## config.mk

```make
export PLATFORM = sky130hd
export DESIGN_NAME = qenc_capture
export DESIGN_NICKNAME = d
export VERILOG_FILES = /design/src/rtl/qenc_pkg.sv /design/src/rtl/qenc_decoder.sv /design/src/rtl/qenc_pos_chan.sv /design/src/rtl/qenc_timebase.sv /design/src/rtl/qenc_capture.sv
export SDC_FILE = /design/constraint.sdc
export NUM_CORES = 1
export LEC_CHECK = 0
export CAP_MARGIN = 20
export CORE_MARGIN = 2
export CORE_UTILIZATION = 45
export CTS_BUF_LIST = sky130_fd_sc_hd__clkbuf_8
export CTS_CLUSTER_DIAMETER = 80
export CTS_CLUSTER_SIZE = 20
export DETAILED_ROUTE_END_ITERATION = 10
export DONT_BUFFER_PORTS = 1
export HOLD_SLACK_MARGIN = 0.12
export PLACE_DENSITY = 0.66
export SLEW_MARGIN = 25
export SYNTH_ARGS = -nofsm -noshare
export SYNTH_HDL_FRONTEND = slang
export SYNTH_SLANG_ARGS = --single-unit
```

## constraint.sdc

```tcl
create_clock -name clk_i -period 3.3 [get_ports clk_i]
set_clock_uncertainty 0.2 [all_clocks]
set_input_delay 0.165 -clock clk_i [delete_from_list [all_inputs] [get_ports clk_i]]
set_output_delay 0.165 -clock clk_i [all_outputs]
set_load 0.02 [all_outputs]
```

## src/rtl/qenc_pkg.sv

```systemverilog
package qenc_pkg;
  localparam int ADDR_W = 3;
  localparam int NUM_CAP = 4;

  typedef enum logic [ADDR_W-1:0] {
    A_POS     = 3'd0,
    A_TB      = 3'd1,
    A_CMP_SPD = 3'd2,
    A_CMP_PER = 3'd3,
    A_CAP_SPD = 3'd4,
    A_CAP_POS = 3'd5,
    A_WID     = 3'd6,
    A_WID_BUF = 3'd7
  } reg_addr_e;
endpackage

```

## src/rtl/qenc_decoder.sv

```systemverilog
module qenc_decoder #(
  parameter int SYNC_STAGES = 2
) (
  input  logic clk_i,
  input  logic rst_ni,
  input  logic pha_i,
  input  logic phb_i,
  output logic step_o,
  output logic up_o
);
  logic [SYNC_STAGES-1:0] sync_a, sync_b;
  logic a_q, b_q;
  logic a_now, b_now, edge_a, edge_b;

  always_ff @(posedge clk_i or negedge rst_ni) begin
    if (!rst_ni) begin
      sync_a <= '0;
      sync_b <= '0;
      a_q    <= 1'b0;
      b_q    <= 1'b0;
    end else begin
      sync_a <= {sync_a[SYNC_STAGES-2:0], pha_i};
      sync_b <= {sync_b[SYNC_STAGES-2:0], phb_i};
      a_q    <= a_now;
      b_q    <= b_now;
    end
  end

  assign a_now  = sync_a[SYNC_STAGES-1];
  assign b_now  = sync_b[SYNC_STAGES-1];
  assign edge_a = a_now ^ a_q;
  assign edge_b = b_now ^ b_q;

  // exactly one phase moved: a valid quadrature step
  assign step_o = edge_a ^ edge_b;
  assign up_o   = edge_a ? (a_now != b_now) : (a_now == b_now);

  // a simultaneous change never leaves the phase pair looking like a single step
  p_no_step_on_double_r3: assert property (@(posedge clk_i) disable iff (!rst_ni)
    (edge_a && edge_b) |=> (a_q != $past(a_q)) && (b_q != $past(b_q)));
endmodule

```

## src/rtl/qenc_pos_chan.sv

```systemverilog
module qenc_pos_chan #(
  parameter int CNT_W = 16
) (
  input  logic                  clk_i,
  input  logic                  rst_ni,
  input  logic                  step_i,
  input  logic                  up_i,
  input  logic                  wr_cnt_i,
  input  logic [CNT_W-1:0]      wdata_i,
  input  logic [1:0]            cap_evt_i,
  input  logic [1:0]            cap_wr_i,
  output logic [CNT_W-1:0]      cnt_o,
  output logic [1:0][CNT_W-1:0] cap_o,
  output logic                  wrap_o
);
  localparam logic [CNT_W-1:0] MAX_V = '1;
  localparam logic [CNT_W-1:0] ONE   = CNT_W'(1);

  always_ff @(posedge clk_i or negedge rst_ni) begin
    if (!rst_ni) begin
      cnt_o  <= '0;
      wrap_o <= 1'b0;
    end else if (wr_cnt_i) begin
      cnt_o  <= wdata_i;
      wrap_o <= 1'b0;
    end else if (step_i) begin
      cnt_o <= up_i ? cnt_o + ONE : cnt_o - ONE;
      if ((up_i && cnt_o == MAX_V) || (!up_i && cnt_o == '0)) wrap_o <= 1'b1;
    end
  end

  for (genvar i = 0; i < 2; i++) begin : g_cap
    always_ff @(posedge clk_i or negedge rst_ni) begin
      if (!rst_ni)           cap_o[i] <= '0;
      else if (cap_evt_i[i]) cap_o[i] <= cnt_o;   // capture beats write
      else if (cap_wr_i[i])  cap_o[i] <= wdata_i;
    end
  end

  p_up_step_r1: assert property (@(posedge clk_i) disable iff (!rst_ni)
    (!wr_cnt_i && step_i && up_i) |=> cnt_o == $past(cnt_o) + ONE);
  p_down_step_r2: assert property (@(posedge clk_i) disable iff (!rst_ni)
    (!wr_cnt_i && step_i && !up_i) |=> cnt_o == $past(cnt_o) - ONE);
  p_hold_no_step_r3: assert property (@(posedge clk_i) disable iff (!rst_ni)
    (!wr_cnt_i && !step_i) |=> $stable(cnt_o));
  p_wrap_up_r4: assert property (@(posedge clk_i) disable iff (!rst_ni)
    (!wr_cnt_i && step_i && up_i && cnt_o == MAX_V) |=> wrap_o && cnt_o == '0);
  p_spd_cap_r6: assert property (@(posedge clk_i) disable iff (!rst_ni)
    cap_evt_i[0] |=> cap_o[0] == $past(cnt_o));
  p_cap_beats_wr_r10: assert property (@(posedge clk_i) disable iff (!rst_ni)
    (cap_evt_i[1] && cap_wr_i[1]) |=> cap_o[1] == $past(cnt_o));
endmodule

```

## src/rtl/qenc_timebase.sv

```systemverilog
module qenc_timebase #(
  parameter int CNT_W = 16,
  parameter int PRESC = 4
) (
  input  logic             clk_i,
  input  logic             rst_ni,
  input  logic             wr_cnt_i,
  input  logic             wr_cmp_spd_i,
  input  logic             wr_cmp_per_i,
  input  logic             wr_wid_i,
  input  logic             wr_wid_buf_i,
  input  logic [CNT_W-1:0] wdata_i,
  input  logic             pulse_i,
  output logic [CNT_W-1:0] cnt_o,
  output logic [CNT_W-1:0] cmp_spd_o,
  output logic [CNT_W-1:0] cmp_per_o,
  output logic             match_spd_o,
  output logic             match_per_o,
  output logic [CNT_W-1:0] wid_o,
  output logic [CNT_W-1:0] wid_buf_o
);
  localparam int PW = (PRESC > 1) ? $clog2(PRESC) : 1;
  localparam logic [CNT_W-1:0] ONE = CNT_W'(1);

  logic tick;

  if (PRESC == 1) begin : g_nodiv
    assign tick = 1'b1;
  end else begin : g_div
    logic [PW-1:0] pre_q;
    always_ff @(posedge clk_i or negedge rst_ni) begin
      if (!rst_ni)                        pre_q <= '0;
      else if (wr_cnt_i)                  pre_q <= '0;
      else if (pre_q == PW'(PRESC - 1))   pre_q <= '0;
      else                                pre_q <= pre_q + PW'(1);
    end
    assign tick = (pre_q == PW'(PRESC - 1));
  end

  assign match_per_o = tick && !wr_cnt_i && (cnt_o == cmp_per_o);
  assign match_spd_o = tick && !wr_cnt_i && (cnt_o == cmp_spd_o);

  always_ff @(posedge clk_i or negedge rst_ni) begin
    if (!rst_ni)          cnt_o <= '0;
    else if (wr_cnt_i)    cnt_o <= wdata_i;
    else if (match_per_o) cnt_o <= '0;
    else if (tick)        cnt_o <= cnt_o + ONE;
  end

  always_ff @(posedge clk_i or negedge rst_ni) begin
    if (!rst_ni) begin
      cmp_spd_o <= '1;
      cmp_per_o <= '1;
    end else begin
      if (wr_cmp_spd_i) cmp_spd_o <= wdata_i;
      if (wr_cmp_per_i) cmp_per_o <= wdata_i;
    end
  end

  // width capture with one-deep buffer
  always_ff @(posedge clk_i or negedge rst_ni) begin
    if (!rst_ni) begin
      wid_o     <= '0;
      wid_buf_o <= '0;
    end else if (pulse_i) begin
      wid_o     <= cnt_o;
      wid_buf_o <= wid_o;
    end else begin
      if (wr_wid_i)     wid_o     <= wdata_i;
      if (wr_wid_buf_i) wid_buf_o <= wdata_i;
    end
  end

  p_period_clear_r5: assert property (@(posedge clk_i) disable iff (!rst_ni)
    match_per_o |=> cnt_o == '0);
  p_hold_between_ticks_r5: assert property (@(posedge clk_i) disable iff (!rst_ni)
    (!tick && !wr_cnt_i) |=> $stable(cnt_o));
  p_width_buffer_r8: assert property (@(posedge clk_i) disable iff (!rst_ni)
    pulse_i |=> (wid_o == $past(cnt_o)) && (wid_buf_o == $past(wid_o)));
endmodule

```

## src/rtl/qenc_capture.sv

```systemverilog
module qenc_capture
  import qenc_pkg::*;
#(
  parameter int CNT_W       = 16,
  parameter int PRESC       = 4,
  parameter int SYNC_STAGES = 2
) (
  input  logic               clk_i,
  input  logic               rst_ni,
  input  logic               pha_i,
  input  logic               phb_i,
  input  logic               wr_i,
  input  logic               rd_i,
  input  logic [ADDR_W-1:0]  addr_i,
  input  logic [CNT_W-1:0]   wdata_i,
  output logic [CNT_W-1:0]   rdata_o,
  output logic [NUM_CAP-1:0] cap_valid_o,
  output logic               pos_wrap_o
);
  logic step, up;
  logic match_spd, match_per;
  logic [CNT_W-1:0] pos_cnt, tb_cnt, cmp_spd, cmp_per, wid, wid_buf;
  logic [1:0][CNT_W-1:0] pos_cap;
  logic [NUM_CAP-1:0] cap_set, cap_clr;

  qenc_decoder #(.SYNC_STAGES(SYNC_STAGES)) u_dec (
    .clk_i (clk_i),
    .rst_ni(rst_ni),
    .pha_i (pha_i),
    .phb_i (phb_i),
    .step_o(step),
    .up_o  (up)
  );

  qenc_pos_chan #(.CNT_W(CNT_W)) u_pos (
    .clk_i    (clk_i),
    .rst_ni   (rst_ni),
    .step_i   (step),
    .up_i     (up),
    .wr_cnt_i (wr_i && addr_i == A_POS),
    .wdata_i  (wdata_i),
    .cap_evt_i({match_per, match_spd}),
    .cap_wr_i ({wr_i && addr_i == A_CAP_POS, wr_i && addr_i == A_CAP_SPD}),
    .cnt_o    (pos_cnt),
    .cap_o    (pos_cap),
    .wrap_o   (pos_wrap_o)
  );

  qenc_timebase #(.CNT_W(CNT_W), .PRESC(PRESC)) u_tb (
    .clk_i       (clk_i),
    .rst_ni      (rst_ni),
    .wr_cnt_i    (wr_i && addr_i == A_TB),
    .wr_cmp_spd_i(wr_i && addr_i == A_CMP_SPD),
    .wr_cmp_per_i(wr_i && addr_i == A_CMP_PER),
    .wr_wid_i    (wr_i && addr_i == A_WID),
    .wr_wid_buf_i(wr_i && addr_i == A_WID_BUF),
    .wdata_i     (wdata_i),
    .pulse_i     (step),
    .cnt_o       (tb_cnt),
    .cmp_spd_o   (cmp_spd),
    .cmp_per_o   (cmp_per),
    .match_spd_o (match_spd),
    .match_per_o (match_per),
    .wid_o       (wid),
    .wid_buf_o   (wid_buf)
  );

  always_comb begin
    unique case (addr_i)
      A_POS:     rdata_o = pos_cnt;
      A_TB:      rdata_o = tb_cnt;
      A_CMP_SPD: rdata_o = cmp_spd;
      A_CMP_PER: rdata_o = cmp_per;
      A_CAP_SPD: rdata_o = pos_cap[0];
      A_CAP_POS: rdata_o = pos_cap[1];
      A_WID:     rdata_o = wid;
      default:   rdata_o = wid_buf;
    endcase
  end

  assign cap_set = {step, step, match_per, match_spd};

  for (genvar i = 0; i < NUM_CAP; i++) begin : g_valid
    assign cap_clr[i] = rd_i && (addr_i == ADDR_W'(4 + i));
    always_ff @(posedge clk_i or negedge rst_ni) begin
      if (!rst_ni)         cap_valid_o[i] <= 1'b0;
      else if (cap_set[i]) cap_valid_o[i] <= 1'b1;   // set beats read
      else if (cap_clr[i]) cap_valid_o[i] <= 1'b0;
    end
  end

  p_valid_set_r9: assert property (@(posedge clk_i) disable iff (!rst_ni)
    match_per |=> cap_valid_o[1]);
  p_valid_clear_r9: assert property (@(posedge clk_i) disable iff (!rst_ni)
    (rd_i && addr_i == A_CAP_SPD && !match_spd) |=> !cap_valid_o[0]);
  p_width_valid_r8: assert property (@(posedge clk_i) disable iff (!rst_ni)
    step |=> cap_valid_o[2] && cap_valid_o[3]);
endmodule

```

==> results by group, run 1 <==
Drt
  • Via density: 6.132
  • DRC Markers: 0
  • TritonRoute pass-1 iters: 5
  • Final WL: 24.75 mm
  • Vias: 6,806
  • Avg WL per Cell: 22.30 µm
  • Routed Antenna Nets: 0
  • DRT iter0 DRCs: 723

Yosys
  • Syn Inst Count: 869
  • Syn_nets: 897
  • Share of the synthesized area in the top cell type: 32.96%
  • Synth unique cells: 61
  • Mean Syn Cell Area: 9.523 µm²
  • Async SR Flop Fraction: 100.0%
  • Synth Warn #: 0
  • Area leader, netlist: dfrtp_1
  • Top_reg_cell synth: dfrtp_1
  • Top cells by count, synth: nor2_1 (117), dfrtp_1 (109), a21oi_1 (86)
  • Post-Syn Area: 8275 µm²
  • Register area share after synthesis: 43.12%
  • Top cells by area, synth: dfrtp_1 (33%), dfstp_2 (10%), mux2i_1 (9.2%), mux2_2 (6.1%), nor2_1 (5.3%)
  • Number of enable flip-flop cells after synthesis: 0
  • Top-count cell post-synth: nor2_1
  • Synthesized flop and latch total: 141

Floorplan
  • Die area: 19,490 µm²
  • I/O Pins: 46
  • Die Wd: 139.6 µm
  • Std-Cell Rows: 49
  • Die height: 139.6 µm
  • Starting density of the core: 45.91%
  • Core box area: 18,020 µm²

STA
  • RSZ-0062 raised after global routing: false
  • Final worst-path cycle share: 94.37%
  • TNS Setup: 0 ns
  • Relative slew margins: 33.46%
  • Hold Vio Cnt, Final: 141
  • Final setup fails: 0
  • Minimum clock period: 3.114 ns
  • Max-slew violations: 0
  • Worst-margin pin slew: 0.9981 ns
  • Final hold slack: -0.7999 ns
  • Max Freq: 321.1 MHz

Clocking
  • CTS Sinks: 141
  • Maximum buffer depth of the clock tree: 2
  • Hold-fix buffers, CTS: 30
  • Root Driver: clkbuf_8
  • Cts repair resizes: 0
  • H-tree depth: 4
  • Clock Latency Late Sink: 0.46 ns
  • CTS buffer count: 17
  • CTS tree: built
  • CTS clk-pin slew, worst paths: 0.09 ns
  • Postcts setup bufs: 0

Layout
  • Register area: 3568 µm²
  • Layout cells sized above 1: 17.16%
  • Area of the multi-input gates: 4399 µm²
  • Fin nets: 895
  • Layout area overhead: 10.89%
  • Fill count: 1,696

Placed design
  • Gp weighted congestion: 0.9145
  • Port Buffers: 0
  • Hpwl dp: 16.15 mm

Run status
  • Status: finished, violations left
  • Failing checks: hold timing

Pwr
  • Lkg Pwr: 3.897 nW
  • Power Density: 712.1 nW/µm²
  • Worst VDD drop: 0.3496 mV

Worst setup path
  • CP Class: input pin to register
  • CP required: 3.50 ns
  • Critical Path AT: 3.32 ns
  • CP Max Fanout: 43
  • Startpoint Class: input pin
  • Setup crit end kind: register

Global routing
  • Initial antenna violation count: 0
  • First-pass GRT wire length: 39.37 mm
  • Largest net degree at the start of global routing: 142
  • Grt ovf: 0
  • Gr usage total: 26.18%
  • Vias in the first global route: 6,589

Run
  • Max Cap Viol: 0

Worst hold path
  • Min-delay worst type: input pin to asynchronous set/reset pin
final cells by class:
| type | count | area share, % |
|---|---|---|
| Timing Repair Buffer | 57 | 5.481 |
| Clock buffer | 20 | 3.000 |
| Antenna cell | 1 | 0.02727 |
| Multi-Input combinational cell | 645 | 47.94 |
| Inverter | 5 | 0.2045 |
| Sequential cell | 141 | 38.89 |
| Clock inverter | 12 | 1.336 |
| Tap cell | 229 | 3.122 |
worst max-delay path, stage by stage:
cell and delay [ns]:
dlygate4sd3_1 0.87, nand2b_1 0.38, o21ai_1 0.30, nor2_1 0.72, a21oi_1 0.13, o2bb2ai_1 0.17
dlygate4sd3_1 0.56
cell families after synthesis:
group | after synthesis | share of synthesized area, %
adder cells (fa/ha/maj) | 3 | 0.4536
flip-flops | 141 | 43.12
AND/OR/NAND/NOR | 261 | 14.95
multiplexers | 125 | 16.40
buffers and inverters | 83 | 3.992
XOR/XNOR | 52 | 5.594
AO/OA/AOI/OAI | 204 | 15.48
where the power goes:
part	switching (mW)	internal [mW]	total [mW]
logic	1.12	0.997	2.11
clock network	0.697	0.724	1.42
registers	0.673	2.33	3.00
total	2.49	4.05	6.53
metrics by stage:
step           power (mW)  area, µm²  setup WS (ns)  cells  util, %
2_1_floorplan       4.446       8275         0.3055    869        -
3_3_place_gp        4.983       8476         0.5693   1047    47.02
3_5_place_dp        5.014       8476         0.5222   1047    47.02
4_1_cts             6.529       9174         0.2369   1109    50.90
5_1_grt             6.937       9174        0.04775   1109    50.90
6_report            6.535       9176         0.1858   1110    50.91
worst paths after layout:
check | from | end | slack [ns] | depth (start not counted)
worst min register to register | u_dec.sync_a[0] | u_dec.sync_a[1] | 0.16 | 0
worst max register to register | u_tb.cnt_o[12] | u_tb.cnt_o[4] | 0.21 | 7
worst min-delay path | rst_ni | u_tb.cnt_o[4] | -0.80 | 0
min in group clk_i | u_dec.sync_a[0] | u_dec.sync_a[1] | 0.16 | 0
max in group asynchronous | rst_ni | u_tb.cmp_spd_o[0] | 3.35 | 0
worst max-delay path | addr_i[1] | u_tb.cnt_o[4] | 0.19 | 7
flip-flops by register name, summed over array words and instances, names as in the netlist:
name,count
cap_valid_o,4
u_dec.a_q,1
u_dec.b_q,1
u_dec.sync_a,2
u_dec.sync_b,2
u_pos.cap_o,32
u_pos.cnt_o,16
u_pos.wrap_o,1
u_tb.cmp_per_o,16
u_tb.cmp_spd_o,16
u_tb.cnt_o,16
u_tb.g_div.pre_q,2
u_tb.wid_buf_o,16
u_tb.wid_o,16
per-layer routing:
layer / vias to the layer above / part of all wire, % / GRT usage (%) / wire (µm)
li1: 3127 / - / - / -
met1: 3383 / 45 / 37.08 / 11040
met2: 240 / 46 / 40.07 / 11380
met3: 56 / 5.9 / 4.646 / 1471
met4: 0 / 3.5 / 10.53 / 860
met5: - / 0 / 0 / 0
cells in the final DEF, fill, tap and decap left out, types with 4 or more instances in the layout:
master / n
nand2b_1: 5
nor2_1: 117
mux4_2: 4
o22a_1: 5
mux2i_1: 76
a221oi_1: 6
a22oi_1: 11
a221o_1: 8
nor3b_1: 6
nor2b_1: 8
a21o_1: 4
and3_1: 7
xor2_1: 21
nand2_1: 46
or2_2: 6
buf_4: 27
nand4_1: 9
nor4_1: 12
dfstp_2: 32
dlygate4sd3_1: 30
dfrtp_1: 109
xnor2_1: 30
o221ai_1: 7
nor3_1: 11
mux2_2: 45
inv_1: 7
o21ai_1: 5
nand3_1: 14
clkbuf_8: 20
o21ai_0: 31
a21oi_1: 86
o311a_1: 4
a31oi_1: 12
or3_1: 5
o21a_1: 4
(Power assumes the default switching activity.)
==> run 2: changes to the inputs <==
==> constraint.sdc (replaced) <==
create_clock -name clk_i -period 3.8 [get_ports clk_i]
set_clock_uncertainty 0.2 [all_clocks]
set_input_delay 0.19 -clock clk_i [delete_from_list [all_inputs] [get_ports clk_i]]
set_output_delay 0.19 -clock clk_i [all_outputs]
set_load 0.02 [all_outputs]
==> run 2 against run 1 <==
- the run now ends clean
- worst setup slack gained 0.22 ns
- design area grew 0.79%
- global-route usage shrank 0.75 points
- flip-flop and latch count is the same
==> results by group, run 2 (synthesis gave the netlist of run 1 again) <==
Run status
  • Status: finished clean

Global routing
  • Grt ovf: 0 (unchanged)
  • Largest net degree at the start of global routing: 142 (unchanged)
  • Gr usage total: 25.43% (-0.75 points)
  • Initial antenna violation count: 1 (+1)
  • Vias in the first global route: 6,390 (-3.0%)
  • First-pass GRT wire length: 38.09 mm (-3.2%)

Drt
  • DRC Markers: 0 (unchanged)
  • TritonRoute pass-1 iters: 5 (unchanged)
  • Via density: 6.097 (-0.56%)
  • Routed Antenna Nets: 0 (unchanged)
  • Final WL: 24.06 mm (-2.8%)
  • Avg WL per Cell: 21.69 µm (-2.7%)
  • Vias: 6,762 (-0.65%)
  • DRT iter0 DRCs: 669 (-7.5%)

STA
  • Final setup fails: 0 (unchanged)
  • Final worst-path cycle share: 89.24%
  • Relative slew margins: 32.35% (-1.1 points)
  • TNS Setup: 0 ns (unchanged)
  • Setup ws final: 0.4088 ns (+0.2230 ns)
  • RSZ-0062 raised after global routing: false
  • Minimum clock period: 3.391 ns
  • Max Freq: 294.9 MHz
  • Max-slew violations: 0 (unchanged)
  • Worst-margin pin slew: 1.009 ns (+0.01135 ns)
  • Hold Vio Cnt, Final: 0 (-100%)

Layout
  • Max reg flops: 32 (unchanged)
  • Commonest non-fill, non-tap cell in the layout: nor2_1
  • Non-Filler Instances: 1,109 (-0.090%)
  • Layout area overhead: 11.76%
  • Most frequent cells in the layout: nor2_1 (117), dfrtp_1 (109), a21oi_1 (86), mux2i_1 (76), nand2_1 (46)
  • Top reg by flops: u_pos.cap_o
  • Fin nets: 894 (-0.11%)
  • Layout cells sized above 1: 15.93% (-1.2 points)

Floorplan
  • Core box area: 18,020 µm² (unchanged)
  • Starting density of the core: 45.91% (unchanged)
  • I/O Pins: 46 (unchanged)
  • Die area: 19,490 µm² (unchanged)
  • Std-Cell Rows: 49 (unchanged)
  • Die height: 139.6 µm (unchanged)
  • Die Wd: 139.6 µm (unchanged)

Worst setup path
  • CP Class: register to register
  • Setup crit end kind: register
  • Critical Path AT: 3.60 ns (+0.28 ns)
  • CP Max Fanout: 15 (-65%)
  • Startpoint Class: register
  • CP required: 4.01 ns (+0.51 ns)

Clocking
  • Clock Latency Late Sink: 0.47 ns (about the same)
  • Maximum buffer depth of the clock tree: 2 (unchanged)
  • CTS Sinks: 141 (unchanged)
  • Root Driver: clkbuf_8
  • CTS clk-pin slew, worst paths: 0.09 ns (about the same)
  • CTS buffer count: 17 (unchanged)
  • CTS tree: built
  • Postcts setup bufs: 0 (unchanged)
  • H-tree depth: 4 (unchanged)
  • Cts repair resizes: 0 (unchanged)

Worst hold path
  • Min-delay worst type: input pin to register

Placed design
  • Pre-CTS setup slack: 1.006 ns (+0.4839 ns)
  • Gp weighted congestion: 0.8760 (-4.2%)
  • Hpwl dp: 15.47 mm (-4.2%)
  • Port Buffers: 0 (unchanged)
  • Cells after DPL: 1,032 (-1.4%)

Run
  • Max Cap Viol: 0 (unchanged)

Pwr
  • Lkg Pwr: 3.881 nW (-0.40%)
  • Worst VDD drop: 0.2722 mV (-22%)
  • Power Density: 620.7 nW/µm² (-13%)
-- run 2: cell count changes in the layout (fill, tap and decap cells not counted), sizes merged --
cell / change
bufinv: +1
dlygate4sd3: +12
clkinvlp: +1
clkinv: -1
inv: -1
buf: -13
-- run 2: area by class of cell --
cell class / count / area (µm²)
Timing Repair Buffer: 56 / 549.3
Sequential cell: 141 / 3568
Fill cell: 1705 / 8776
Tap cell: 229 / 286.5
Inverter: 5 / 18.77
Antenna cell: 1 / 2.502
Multi-Input combinational cell: 645 / 4404
Clock buffer: 20 / 275.3
Clock inverter: 12 / 143.9
-- run 2: per-layer routing --
metal  vias up  track usage [%]  part of all wire (%)
met1      3306            36.61                    45
li1       3124                -                     -
met5         -                0                 0.050
met2       289            38.57                    46
met3        41            4.646                   6.7
met4         2            9.316                   2.6
-- run 2: repair_timing --
action | CTS | global route
endpoints found under the hold margin | 277 | 0
setup endpoints to repair | 0 | 0
hold buffers | 43 | 0
-- run 2: critical path: stages (launching register included) --
cell,delay [ns]
dfrtp_1,0.40
xnor2_1,0.15
buf_4,0.24
xnor2_1,0.14
ha_1,0.30
and4_1,0.25
o21ai_0,0.13
or4_1,0.56
o21a_1,0.13
xor2_1,0.14
o21ai_1,0.13
dlygate4sd3_1,0.57
-- run 2: final timing paths --
check | start | endpoint | slack [ns] | cells after the start
worst min-delay path | addr_i[1] | u_tb.wid_buf_o[3] | 0.14 | 4
min in group asynchronous | rst_ni | u_tb.cnt_o[4] | 0.18 | 2
worst max register to register | u_dec.a_q | u_pos.cnt_o[10] | 0.41 | 11
worst max-delay path | u_dec.a_q | u_pos.cnt_o[10] | 0.41 | 11
max in group asynchronous | rst_ni | u_pos.cap_o[28] | 2.67 | 2
worst min register to register | u_dec.sync_b[0] | u_dec.sync_b[1] | 0.16 | 0
-- run 2: report_power, final --
part	internal [mW]	switching (mW)	total, mW
Combinational	0.850	0.895	1.75
Sequential	2.02	0.683	2.70
Clock	0.693	0.600	1.29
Total	3.56	2.18	5.74
-- run 2: stage by stage --
stage	hold slack (ns)	util [%]	power [mW]	cell area, µm²
5_1_grt	0.1591	51.30	6.079	9246
3_5_place_dp	-0.2966	46.43	4.287	8368
4_1_cts	0.1261	51.24	5.723	9235
6_report	0.1419	51.31	5.741	9249
3_3_place_gp	-0.2967	46.40	4.248	8363
2_1_floorplan	-0.3056	-	3.861	8275
